===== src/rtl/ring_irq_pkg.sv =====
// Shared constants for the ring interrupt controller: register offsets,
// event bit positions and the mask of implemented bits.
package ring_irq_pkg;
    localparam int DATA_W = 32;

    // Byte offsets inside the ring register window
    localparam int OFF_STS = 'h10;
    localparam int OFF_SEN = 'h14;
    localparam int OFF_SIG = 'h18;
    localparam int OFF_FRC = 'h1C;

    // Event bit positions (shared with the ring engine)
    localparam int EV_IBI_RDY   = 12;
    localparam int EV_XFER_DONE = 11;
    localparam int EV_RING_OP   = 10;
    localparam int EV_XFER_ERR  = 9;
    localparam int EV_STOP_INS  = 7;
    localparam int EV_IBI_FULL  = 6;
    localparam int EV_XFER_ABRT = 5;

    localparam logic [DATA_W-1:0] EVT_MASK =
        (DATA_W'(1) << EV_IBI_RDY)  | (DATA_W'(1) << EV_XFER_DONE) |
        (DATA_W'(1) << EV_RING_OP)  | (DATA_W'(1) << EV_XFER_ERR)  |
        (DATA_W'(1) << EV_STOP_INS) | (DATA_W'(1) << EV_IBI_FULL)  |
        (DATA_W'(1) << EV_XFER_ABRT);

    typedef enum logic [2:0] {
        REG_NONE,
        REG_STS,
        REG_SEN,
        REG_SIG,
        REG_FRC
    } reg_id_e;
endpackage


===== src/rtl/ring_irq_decode.sv =====
// Address decoder. Maps an exact byte offset to one register and
// produces per-register write strobes plus a read strobe.
// Assumes one access per cycle; unknown offsets decode to REG_NONE.
module ring_irq_decode
    import ring_irq_pkg::*;
#(
    parameter int ADDR_W = 8
) (
    input  logic              sel,
    input  logic              wr,
    input  logic [ADDR_W-1:0] addr,
    output reg_id_e           reg_id,
    output logic              wr_sts,
    output logic              wr_sen,
    output logic              wr_sig,
    output logic              wr_frc,
    output logic              rd_req
);
    // Offset to register identifier
    always_comb begin
        if (addr == ADDR_W'(OFF_STS))      reg_id = REG_STS;
        else if (addr == ADDR_W'(OFF_SEN)) reg_id = REG_SEN;
        else if (addr == ADDR_W'(OFF_SIG)) reg_id = REG_SIG;
        else if (addr == ADDR_W'(OFF_FRC)) reg_id = REG_FRC;
        else                               reg_id = REG_NONE;
    end

    // Strobes qualified by request and direction
    always_comb begin
        wr_sts = sel && wr && (reg_id == REG_STS);
        wr_sen = sel && wr && (reg_id == REG_SEN);
        wr_sig = sel && wr && (reg_id == REG_SIG);
        wr_frc = sel && wr && (reg_id == REG_FRC);
        rd_req = sel && !wr;
    end
endmodule


===== src/rtl/ring_irq_mask_reg.sv =====
// Plain read/write mask register. Only bits set in MASK are stored;
// the others are constant zero. Synchronous active-low reset.
module ring_irq_mask_reg #(
    parameter int          W    = 32,
    parameter logic [W-1:0] MASK = '1
) (
    input  logic         clk,
    input  logic         rst_n,
    input  logic         wr,
    input  logic [W-1:0] wdata,
    output logic [W-1:0] q
);
    logic unused_bits;
    assign unused_bits = ^(wdata & ~MASK);

    for (genvar i = 0; i < W; i++) begin : g_bit
        if (MASK[i]) begin : g_impl
            // Load the bit on a write, clear on reset
            always_ff @(posedge clk) begin
                if (!rst_n)  q[i] <= 1'b0;
                else if (wr) q[i] <= wdata[i];
            end
        end else begin : g_zero
            assign q[i] = 1'b0;
        end
    end
endmodule


===== src/rtl/ring_irq_status.sv =====
// Sticky status register. A bit is set by an enabled event pulse or an
// enabled force write, cleared by a write-one-to-clear; set wins.
// Assumes event pulses are one cycle wide and known outside reset.
module ring_irq_status #(
    parameter int          W    = 32,
    parameter logic [W-1:0] MASK = '1
) (
    input  logic         clk,
    input  logic         rst_n,
    input  logic [W-1:0] evt,
    input  logic [W-1:0] sen,
    input  logic         clr_wr,
    input  logic         frc_wr,
    input  logic [W-1:0] wdata,
    output logic [W-1:0] sts
);
    logic [W-1:0] set_vec;
    logic [W-1:0] clr_vec;
    logic         unused_bits;

    // Build set and clear requests for this cycle
    always_comb begin
        set_vec = sen & (evt | (frc_wr ? wdata : '0));
        clr_vec = clr_wr ? wdata : '0;
    end

    assign unused_bits = ^((set_vec | clr_vec) & ~MASK);

    for (genvar i = 0; i < W; i++) begin : g_bit
        if (MASK[i]) begin : g_impl
            // Set has priority over clear
            always_ff @(posedge clk) begin
                if (!rst_n)          sts[i] <= 1'b0;
                else if (set_vec[i]) sts[i] <= 1'b1;
                else if (clr_vec[i]) sts[i] <= 1'b0;
            end
        end else begin : g_zero
            assign sts[i] = 1'b0;
        end
    end
endmodule


===== src/rtl/ring_irq_ctrl.sv =====
// Per-ring interrupt register bank: status, status enable, signal enable
// and force, behind a simple register port with one-cycle read latency.
// Drives a level interrupt from status bits that are signal-enabled.
module ring_irq_ctrl
    import ring_irq_pkg::*;
#(
    parameter int ADDR_W = 8
) (
    input  logic              clk,
    input  logic              rst_n,
    input  logic [DATA_W-1:0] evt_pulse,
    input  logic              bus_sel,
    input  logic              bus_wr,
    input  logic [ADDR_W-1:0] bus_addr,
    input  logic [DATA_W-1:0] bus_wdata,
    output logic [DATA_W-1:0] bus_rdata,
    output logic              bus_rvalid,
    output logic              irq
);
    reg_id_e           reg_id;
    logic              wr_sts, wr_sen, wr_sig, wr_frc, rd_req;
    logic [DATA_W-1:0] sts_q, sen_q, sig_q;
    logic [DATA_W-1:0] rd_mux;
    logic [DATA_W-1:0] rdata_q;
    logic              rvalid_q;

    ring_irq_decode #(.ADDR_W(ADDR_W)) u_dec (
        .sel    (bus_sel),
        .wr     (bus_wr),
        .addr   (bus_addr),
        .reg_id (reg_id),
        .wr_sts (wr_sts),
        .wr_sen (wr_sen),
        .wr_sig (wr_sig),
        .wr_frc (wr_frc),
        .rd_req (rd_req)
    );

    ring_irq_mask_reg #(.W(DATA_W), .MASK(EVT_MASK)) u_sen (
        .clk   (clk),
        .rst_n (rst_n),
        .wr    (wr_sen),
        .wdata (bus_wdata),
        .q     (sen_q)
    );

    ring_irq_mask_reg #(.W(DATA_W), .MASK(EVT_MASK)) u_sig (
        .clk   (clk),
        .rst_n (rst_n),
        .wr    (wr_sig),
        .wdata (bus_wdata),
        .q     (sig_q)
    );

    ring_irq_status #(.W(DATA_W), .MASK(EVT_MASK)) u_sts (
        .clk    (clk),
        .rst_n  (rst_n),
        .evt    (evt_pulse),
        .sen    (sen_q),
        .clr_wr (wr_sts),
        .frc_wr (wr_frc),
        .wdata  (bus_wdata),
        .sts    (sts_q)
    );

    // Select read data; force and unmapped offsets read as zero
    always_comb begin
        unique case (reg_id)
            REG_STS: rd_mux = sts_q;
            REG_SEN: rd_mux = sen_q;
            REG_SIG: rd_mux = sig_q;
            default: rd_mux = '0;
        endcase
    end

    // Register read data and its valid flag
    always_ff @(posedge clk) begin
        if (!rst_n) begin
            rdata_q  <= '0;
            rvalid_q <= 1'b0;
        end else begin
            rvalid_q <= rd_req;
            if (rd_req) rdata_q <= rd_mux;
        end
    end

    assign bus_rdata  = rdata_q;
    assign bus_rvalid = rvalid_q;
    assign irq        = |(sts_q & sig_q);
endmodule


===== config.mk =====
export PLATFORM = sky130hd
export DESIGN_NAME = ring_irq_ctrl
export DESIGN_NICKNAME = d
export VERILOG_FILES = /design/src/rtl/ring_irq_pkg.sv /design/src/rtl/ring_irq_decode.sv /design/src/rtl/ring_irq_mask_reg.sv /design/src/rtl/ring_irq_status.sv /design/src/rtl/ring_irq_ctrl.sv
export SDC_FILE = /design/constraint.sdc
export NUM_CORES = 1
export LEC_CHECK = 0
export BUFFER_PORTS_ARGS = -buffer_cell sky130_fd_sc_hd__buf_2
export CORE_MARGIN = 3
export CORE_UTILIZATION = 30
export CTS_BUF_LIST = sky130_fd_sc_hd__clkbuf_4 sky130_fd_sc_hd__clkbuf_8
export DETAILED_ROUTE_END_ITERATION = 6
export GPL_TIMING_DRIVEN = 1
export PLACE_DENSITY = 0.69
export SLEW_MARGIN = 40
export SYNTH_ARGS = -nofsm -noshare
export SYNTH_HDL_FRONTEND = slang
export SYNTH_SLANG_ARGS = --single-unit
export TNS_END_PERCENT = 5

===== constraint.sdc =====
create_clock -name clk -period 2.5 [get_ports clk]
set_clock_uncertainty 0.2 [all_clocks]
set_input_delay 0.375 -clock clk [delete_from_list [all_inputs] [get_ports clk]]
set_output_delay 0.375 -clock clk [all_outputs]
set_load 0.005 [all_outputs]

Word level (Yosys, flattened, before mapping)
Cells that the tools add are included.
{ "totals": {"ff_bits": 54, "out_inout_bits": 34, "elab_cells": 70} }
{ "op_classes": {"n_eq_ne": 8, "muxes": 21, "reduce_logical": 15, "bitwise_logic": 3} }
{ "op_table": {"columns": ["operator", "count"], "rows": [
  ["13-bit one-hot mux with 3 select lines", 1],
  ["8-bit by 5-bit == test with 1-bit output, second input constant", 4],
  ["32-bit OR reduction", 1],
  ["13-bit AND", 2],
  ["13-bit two-way mux", 2],
  ["1-bit two-way mux", 14],
  ["2-bit nonzero test", 7],
  ["13-bit bitwise OR", 1],
  ["3-bit two-way mux", 4],
  ["3-bit by 2-bit == test with 1-bit output, second input constant", 2],
  ["1-bit logical AND", 6],
  ["3-bit by 1-bit == test with 1-bit output, second input constant", 1],
  ["3-bit == test, second input constant", 1],
  ["1-bit zero test", 1]
]} }

Depth between registers and ports, before layout
Gate-level depths: netlist (run 1).
{ "logic_depth": {"depth_word": 11, "depth_mapped": 5, "ltp_nobuf": 3} }

By module
A second synthesis (run 1) with hierarchy kept.
{ "hier_totals": {"hier_cells": 379, "area_unflattened_um2": 3494.6} }
{ "by_module_without_submodules": {"columns": ["mod", "cells_per_inst", "area_each_um2", "n_inst", "seq_area_each_um2"], "rows": [
  ["ring_irq_ctrl", 206, 1965.6, 1, 660.6],
  ["ring_irq_mask_reg", 48, 456.7, 2, 140.1],
  ["ring_irq_status", 62, 518.0, 1, 140.1],
  ["ring_irq_decode", 15, 97.6, 1, 0.0]
]} }

Least setup slack after synthesis (run 1)
No wires, ideal clock.
{ "synth_timing": {"path_kind": "input -> register", "startpoint": "input port bus_addr[7]", "endpoint": "register rdata_q[11] (netlist: bus_rdata[11])", "arrival_ns": 1.837, "required_time_ns": 2.221, "slack_ns": 0.383, "stages": 5, "n_path_buf": 2, "cell_sequence": "or4b_1 -> buf_2 -> or4_1 -> clkbuf_2 -> a211oi_2"} }
{ "synth_via": {"elab_chain_cells": 7} }
{ "synth_lines": {"columns": ["element", "line_no", "source"], "rows": [
  ["start, declared", "ring_irq_ctrl.sv:14", "input logic [ADDR_W-1:0] bus_addr,"],
  ["8-bit by 5-bit == test with 1-bit output", "ring_irq_decode.sv:24", "else if (addr == ADDR_W'(OFF_FRC)) reg_id = REG_FRC;"],
  ["3-bit two-way mux", "ring_irq_decode.sv:24", null],
  ["3-bit two-way mux", "ring_irq_decode.sv:23", "else if (addr == ADDR_W'(OFF_SIG)) reg_id = REG_SIG;"],
  ["3-bit two-way mux", "ring_irq_decode.sv:22", "else if (addr == ADDR_W'(OFF_SEN)) reg_id = REG_SEN;"],
  ["3-bit two-way mux (*)", "ring_irq_decode.sv:21", "if (addr == ADDR_W'(OFF_STS)) reg_id = REG_STS;"],
  ["3-bit by 2-bit == test with 1-bit output or 3-bit by 1-bit == test with 1-bit output (tied branches)", "ring_irq_ctrl.sv:68", "unique case (reg_id)"],
  ["13-bit one-hot mux with 3 select lines (*)", "ring_irq_ctrl.sv:68", null],
  ["end signal, assigned", "ring_irq_ctrl.sv:83", "if (rd_req) rdata_q <= rd_mux;"],
  ["end, declared", "ring_irq_ctrl.sv:24", "logic [DATA_W-1:0] rdata_q;"]
]} }
Mark *: on every way between the ends. The rest lies on a longest branch, timed or not.
A chain may end at the register's enable or synchronous reset.

Final worst setup path (run 1)
Same ends and word-level chain as after synthesis.

==> flow_summary.ini, run 1 <==
[critical_path]
maximum_fanout_encountered_on_the_critical_timing_path = 7
timing.reg2reg.setup_slack_ns = 1.18
crit_start = bus_addr[7]
critPathTopFamily = simple AND/OR/NAND/NOR gates
endpoint_kind = flop
end_of_the_critical_path = bus_rdata[11]$_SDFFE_PN0P_
crit_buf_inv = 1
worstSetupPathDepth = 4
critPathLaunchType = primary input
critPathSlowestCell = sky130_fd_sc_hd__or4_1
worstReg2RegEnd = bus_rdata[11]$_SDFFE_PN0P_
worstSetupPathType = primary input to flop
worst_r2r_path_depth = 3
worst_ep_arrival_time_ns = 1.95
largest_incremental_delay_on_the_critical_path_ns = 0.67
r2r-start = u_sig.q[11]$_SDFFE_PN0P_
worstPathRequired_ns = 2.51
crit_path_cell_trace = buf_2, or4b_1, or4_1, a211oi_2

[timing]
slew-limit-headroom = 0.595
slew_violations = 0
max_freq_mhz = 513
report.final.setup_viol = 0
post-route-period-util = 0.780
finalHoldWorstSlack_ns = 0.142
finalHoldViolations = 0
final_period_minus_worst_setup_slack_ns = 1.95
rsz0062_at_grt = false
fin_setup_tns_ns = 0
transition_at_the_pin_with_the_smallest_max_transition_slack_ns = 0.604

[clock_network]
count_of_hold_buffers_inserted_by_post_cts_repair = 0
clock_tree.root_cell = sky130_fd_sc_hd__clkbuf_8
cts_tree = done
clock_sink_count = 29
postCtsSetupRepairBufs = 0
post_cts_gate_resize_count = 0
clock_tree.buffer_depth = 2
clkLatencyLatePin_ns = 0.28
clk_pin_slew_worst_paths_ns = 0.06
htree_num_levels = 2
cts_buffers = 5

[floorplanning]
rows = 26
die_height_um = 79.5
core_region_area_um2 = 5170
initial_core_util = 0.313
dieWidth_um = 79.5
ios = 110
dieArea_um2 = 6320

[yosys]
synth.yosys.warnings = 0
syn_inst = 185
synth_most_common_cell = sky130_fd_sc_hd__nand2_1
synth-edff-count = 0
yosys.cell_types.count = 29
synth_async_sr_flop_share = 0
yosys_register_bits = 29
synth_sequential_area_ratio = 0.358
syn_area_um2 = 1620
synth_top_cell_by_area = sky130_fd_sc_hd__dfxtp_1
synth_top_area_share = 0.358
top_flip_flop_cell_by_instance_count_after_synthesis = sky130_fd_sc_hd__dfxtp_1
ranking_of_synthesized_cells_by_area = sky130_fd_sc_hd__dfxtp_1, sky130_fd_sc_hd__buf_4, sky130_fd_sc_hd__mux2i_1, sky130_fd_sc_hd__nand2_1, sky130_fd_sc_hd__a222oi_1
synth_area_per_cell_um2 = 8.77
ys_top_cells_by_count = sky130_fd_sc_hd__nand2_1, sky130_fd_sc_hd__dfxtp_1, sky130_fd_sc_hd__buf_4

[pwr]
switching_share = 0.252
seq_power_share = 0.498
p_comb_frac = 0.092
cell_int_power_w = 0.000696
power-per-cell-area_nw_per_um2 = 506
power.share.clock = 0.411
p_leak_nw = 0.852
switching_power_w = 0.000235
max-vdd-ir-drop_uv = 177

[final_layout]
layout-area-overhead-vs-synth_pct = 13.4
num-nets-final = 291
final_cell_count_no_fill = 286
drive_above_1_share = 0.264
num_antenna_cells = 0

[route]
via_per_inst = 4.79
drcViolationCount = 0
detailedRoute.firstIterationViolations = 116
ant_nets = 0
vias = 1371
routed_wire_length_per_instance_um = 13.9
first_pass_iters = 4
postRouteWirelength_mm = 3.98

[status]
run_status = finished clean

[place]
finalWeightedCongestion = 0.799
place.port_buffers = 34
placed_cells_incl_taps = 278
place_hpwl_mm = 2.97

[global_route]
grt_first_pass_wirelength_mm = 6.31
aggregate_global_routing_overflow = 0
antenna_found_initial = 0
first_global_vias = 1335
grt_max_degree = 30
grt_usage = 0.129

[worst_hold_path]
min-delay-path-class = primary input to flop

[job]
max-cap-violations = 0
metrics by stage:
step | instance area, um^2 | worst slack [ns] | util | power, W
2_1_floorplan | 1710 | 0.383 | - | 0.000551
3_5_place_dp | 1750 | 0.274 | 0.339 | 0.000558
5_1_grt | 1840 | 0.426 | 0.356 | 0.000964
6_report | 1840 | 0.551 | 0.356 | 0.000931
3_3_place_gp | 1750 | 0.280 | 0.339 | 0.000556
4_1_cts | 1840 | 0.571 | 0.356 | 0.000938
worst reg2reg max path, cell delays in order (launching register included):
cell	delay (ns)
sky130_fd_sc_hd__dfxtp_1	0.32
sky130_fd_sc_hd__mux2_2	0.27
sky130_fd_sc_hd__a222oi_1	0.33
sky130_fd_sc_hd__a211oi_2	0.08
cell families (layout without fill, tap and decap cells):
kind of cell,Yosys count,after routing,share of synthesized area
flops,29,29,0.358
mux,21,21,0.135
buf+inv,47,54,0.168
other cells,1,25,0.00231
compound gates,31,31,0.159
simple gates,56,56,0.177
per-layer routing:
metal,vias to the layer above,share of wire,track usage
met5,-,0,0
met4,0,0.019,0.0619
met3,7,0.063,0.0327
met2,53,0.46,0.200
met1,628,0.46,0.165
li1,683,-,-
power by group through the flow:
stage	clock, W	combinational (W)	sequential [W]
2_1_floorplan	0	0.0000776	0.000473
3_3_place_gp	0	0.0000828	0.000473
3_5_place_dp	0	0.0000847	0.000473
4_1_cts	0.000390	0.0000848	0.000463
5_1_grt	0.000405	0.0000954	0.000463
6_report	0.000382	0.0000853	0.000463
how the worst min path moves through the flow:
stage,startpoint,to,slack (ns),depth (start not counted)
after floorplan,u_sig.q[12]$_SDFFE_PN0P_,u_sig.q[12]$_SDFFE_PN0P_,0.25,2
after global placement,u_sig.q[5]$_SDFFE_PN0P_,u_sig.q[5]$_SDFFE_PN0P_,0.26,2
after detailed placement,u_sig.q[11]$_SDFFE_PN0P_,u_sig.q[11]$_SDFFE_PN0P_,0.28,2
after CTS,evt_pulse[7],u_sts.sts[7]$_SDFFE_PN0P_,0.14,3
after global routing,evt_pulse[7],u_sts.sts[7]$_SDFFE_PN0P_,0.15,3
final,evt_pulse[7],u_sts.sts[7]$_SDFFE_PN0P_,0.14,3
layout make-up:
cell class              instances  area [um^2]
inverters                       9         33.8
clock buffers                   6         76.3
repair buffers                 37          193
flip-flops and latches         29          581
fillers                       547         3330
clock inverters                 2         10.0
well taps                      70         87.6
multi-input cells             133          858
placed cells by master (no fill, tap or decap), types with 2 or more instances in the layout:
master and count:
sky130_fd_sc_hd__a41oi_1 7, sky130_fd_sc_hd__dfxtp_1 29, sky130_fd_sc_hd__mux2i_1 14, sky130_fd_sc_hd__clkinv_2 2, sky130_fd_sc_hd__conb_1 25, sky130_fd_sc_hd__mux2_2 7, sky130_fd_sc_hd__a222oi_1 8, sky130_fd_sc_hd__nor4_1 7
sky130_fd_sc_hd__buf_4 3, sky130_fd_sc_hd__clkbuf_8 5, sky130_fd_sc_hd__a211oi_1 6, sky130_fd_sc_hd__o22ai_1 7, sky130_fd_sc_hd__or2_2 2, sky130_fd_sc_hd__inv_1 9, sky130_fd_sc_hd__a22oi_1 2, sky130_fd_sc_hd__nand2_1 35
sky130_fd_sc_hd__buf_2 34, sky130_fd_sc_hd__nand3_1 2
flip-flops by register name (all words and copies together), names as in the netlist:
name        cells
bus_rdata       7
u_sts.sts       7
u_sen.q         7
u_sig.q         7
bus_rvalid      1
No activity file was read; power rests on OpenSTA's default activity.
==> run 2: changes to the inputs <==
--- a/config.mk
+++ b/config.mk
@@ -5,6 +5,7 @@
 export SDC_FILE = /design/constraint.sdc
 export NUM_CORES = 1
 export LEC_CHECK = 0
+export ABC_AREA = 1
 export BUFFER_PORTS_ARGS = -buffer_cell sky130_fd_sc_hd__buf_2
 export CORE_MARGIN = 3
 export CORE_UTILIZATION = 30
==> constraint.sdc (replaced) <==
create_clock -name clk -period 2 [get_ports clk]
set_clock_uncertainty 0.2 [all_clocks]
set_input_delay 0.3 -clock clk [delete_from_list [all_inputs] [get_ports clk]]
set_output_delay 0.3 -clock clk [all_outputs]
set_load 0.005 [all_outputs]
==> run 2 against run 1 <==
  * Non-clock buffer count is 5 higher
  * Via count is 9.0% higher
  * Clock power is 38% higher
  * Sequential cell count stayed put
  * Cell count is 23% higher
  * Combinational power is 18% higher
  * Core utilization is 1.1 points higher
  * Synthesized cell count is 30% higher
  * Worst hold slack worse by 0.011 ns
  * Register-to-register slack worse by 0.20 ns
  * Area after synthesis is 1.1% higher
  * Largest power group unchanged
  * Cell area is 3.8% higher
==> flow_summary.ini, run 2 <==
[final_layout]
final_cell_mix = sky130_fd_sc_hd__nand2_1, sky130_fd_sc_hd__nand3_1, sky130_fd_sc_hd__buf_2
num-nets-final = 357
num_antenna_cells = 0
drive_above_1_share = 0.213
fillCellCount = 596
seqCellArea_um2 = 581
layout-area-overhead-vs-synth_pct = 16.5
layout.cells.most_common = sky130_fd_sc_hd__nand2_1
finalInstanceArea_um2 = 1910
final_cell_count_no_fill = 352
multi_input_comb_area_um2 = 790

[yosys]
synth_top_area_share = 0.354
syn_inst = 240
synth.yosys.warnings = 0
ys_top_cells_by_count = sky130_fd_sc_hd__nand2_1, sky130_fd_sc_hd__nand3_1, sky130_fd_sc_hd__dfxtp_1, sky130_fd_sc_hd__inv_1, sky130_fd_sc_hd__a21oi_1
synth_area_per_cell_um2 = 6.83
yosys_register_bits = 29
synth_top_cell_by_area = sky130_fd_sc_hd__dfxtp_1
ranking_of_synthesized_cells_by_area = sky130_fd_sc_hd__dfxtp_1, sky130_fd_sc_hd__nand2_1, sky130_fd_sc_hd__buf_4, sky130_fd_sc_hd__nand3_1, sky130_fd_sc_hd__a21oi_1
synth_async_sr_flop_share = 0
top_flip_flop_cell_by_instance_count_after_synthesis = sky130_fd_sc_hd__dfxtp_1
synth-edff-count = 0
synth_sequential_area_ratio = 0.354
syn_area_um2 = 1640
synth_most_common_cell = sky130_fd_sc_hd__nand2_1
yosys.cell_types.count = 20

[clock_network]
htree_num_levels = 2
postCtsSetupRepairBufs = 0
clock_sink_count = 29
cts_buffers = 5
cts_tree = done
clk_pin_slew_worst_paths_ns = 0.06
clock_tree.root_cell = sky130_fd_sc_hd__clkbuf_8
clock_tree.buffer_depth = 2
clkLatencyLatePin_ns = 0.28
post_cts_gate_resize_count = 0
count_of_hold_buffers_inserted_by_post_cts_repair = 0

[critical_path]
worst_ep_arrival_time_ns = 1.27
critPathTopFamily = flip-flops
crit_buf_inv = 1
worstSetupPathType = flop to primary output
most_frequent_cell_on_critical_path = sky130_fd_sc_hd__nand2_1
critPathLaunchType = flop
endpoint_kind = primary output
crit_path_cell_trace = nand2_1, nand2_1, a221oi_1, nand4_1, buf_2
worstPathRequired_ns = 1.50
maximum_fanout_encountered_on_the_critical_timing_path = 3
largest_incremental_delay_on_the_critical_path_ns = 0.32
critPathSlowestCell = sky130_fd_sc_hd__dfxtp_1

[place]
place.port_buffers = 34
place_hpwl_mm = 2.83
placedInstanceArea_um2 = 1810
placed_cells_incl_taps = 344
finalWeightedCongestion = 0.832

[timing]
fin_setup_tns_ns = 0
max_freq_mhz = 566
rsz0062_at_grt = false
finalHoldViolations = 0
final_period_minus_worst_setup_slack_ns = 1.77
post-route-period-util = 0.883
report.final.setup_viol = 0
finalHoldWorstSlack_ns = 0.131
slew_violations = 0

[global_route]
grt_max_degree = 18
aggregate_global_routing_overflow = 0
first_global_vias = 1303
grt_usage = 0.124
grt_first_pass_wirelength_mm = 6.07
antenna_found_initial = 0

[pwr]
max-vdd-ir-drop_uv = 261
p_leak_nw = 0.842
total_power_w = 0.00121
power.share.clock = 0.437
cell_int_power_w = 0.000923
power-per-cell-area_nw_per_um2 = 633
switching_share = 0.237
p_comb_frac = 0.083
switching_power_w = 0.000286
seq_power_share = 0.479

[floorplanning]
core_region_area_um2 = 5200
initial_core_util = 0.315
ios = 110
dieArea_um2 = 6390
die_height_um = 79.9
rows = 26
dieWidth_um = 79.9

[worst_hold_path]
min-delay-path-class = primary input to flop

[route]
drcViolationCount = 0
via_per_inst = 4.24
detailedRoute.firstIterationViolations = 117
vias = 1494
first_pass_iters = 4
postRouteWirelength_mm = 3.76
ant_nets = 0
routed_wire_length_per_instance_um = 10.7

[status]
run_status = finished clean

[job]
max-cap-violations = 0
-- run 2: changes by cell type after synthesis, sizes merged, moves of 14 or more --
cell and change:
a21oi +28, o21ai +14, nand3 +35, inv +23
nand2 +22, mux2i -14
-- run 2: final timing paths --
path | from | end | slack, ns | depth (start not counted)
max | u_sts.sts[7]$_SDFFE_PN0P_ | irq | 0.23 | 5
min | bus_wdata[5] | u_sts.sts[5]$_SDFFE_PN0P_ | 0.13 | 4
min reg2reg | u_sig.q[7]$_SDFFE_PN0P_ | u_sig.q[7]$_SDFFE_PN0P_ | 0.26 | 2
max reg2reg | u_sts.sts[5]$_SDFFE_PN0P_ | bus_rdata[5]$_SDFFE_PN0P_ | 0.98 | 4
-- run 2: per-layer routing --
layer | vias up | routed length (um) | track usage
met5 | - | 0 | 0
met3 | 8 | 270 | 0.0316
met4 | 0 | 61 | 0.0507
met1 | 634 | 1700 | 0.161
met2 | 52 | 1730 | 0.194
li1 | 800 | - | -
-- run 2: layout make-up --
type	instances	area share
Clock buffer	7	0.0505
Sequential cell	29	0.304
Timing Repair Buffer	42	0.121
Tap cell	70	0.0459
Multi-Input combinational cell	171	0.413
Inverter	32	0.0629
Clock inverter	1	0.00262
-- run 2: worst min-delay path, stage by stage --
cell,delay [ns]
sky130_fd_sc_hd__buf_2,0.11
sky130_fd_sc_hd__nand2_1,0.05
sky130_fd_sc_hd__nand2_1,0.05
sky130_fd_sc_hd__a21oi_1,0.05
-- run 2: kinds of logic (layout without fill, tap and decap cells) --
kind of cell / Yosys count / after routing / share of synthesized area
buf+inv: 64 / 82 / 0.219
compound gates: 43 / 43 / 0.134
simple gates: 103 / 103 / 0.291
flops: 29 / 29 / 0.354
other cells: 1 / 25 / 0.00229
-- run 2: power groups by stage --
stage | clock network (W) | registers (W) | logic (W)
3_3_place_gp | 0 | 0.000592 | 0.0000994
3_5_place_dp | 0 | 0.000592 | 0.000101
4_1_cts | 0.000547 | 0.000579 | 0.000101
6_report | 0.000529 | 0.000579 | 0.000101
2_1_floorplan | 0 | 0.000592 | 0.0000933
5_1_grt | 0.000579 | 0.000579 | 0.000117
-- run 2: metrics by stage --
| stage | utilization | worst slack (ns) |
|---|---|---|
| after floorplan | - | 0.602 |
| after global placement | 0.347 | 0.284 |
| after detailed placement | 0.347 | 0.254 |
| after CTS | 0.367 | 0.185 |
| after global routing | 0.367 | 0.113 |
| final | 0.367 | 0.233 |
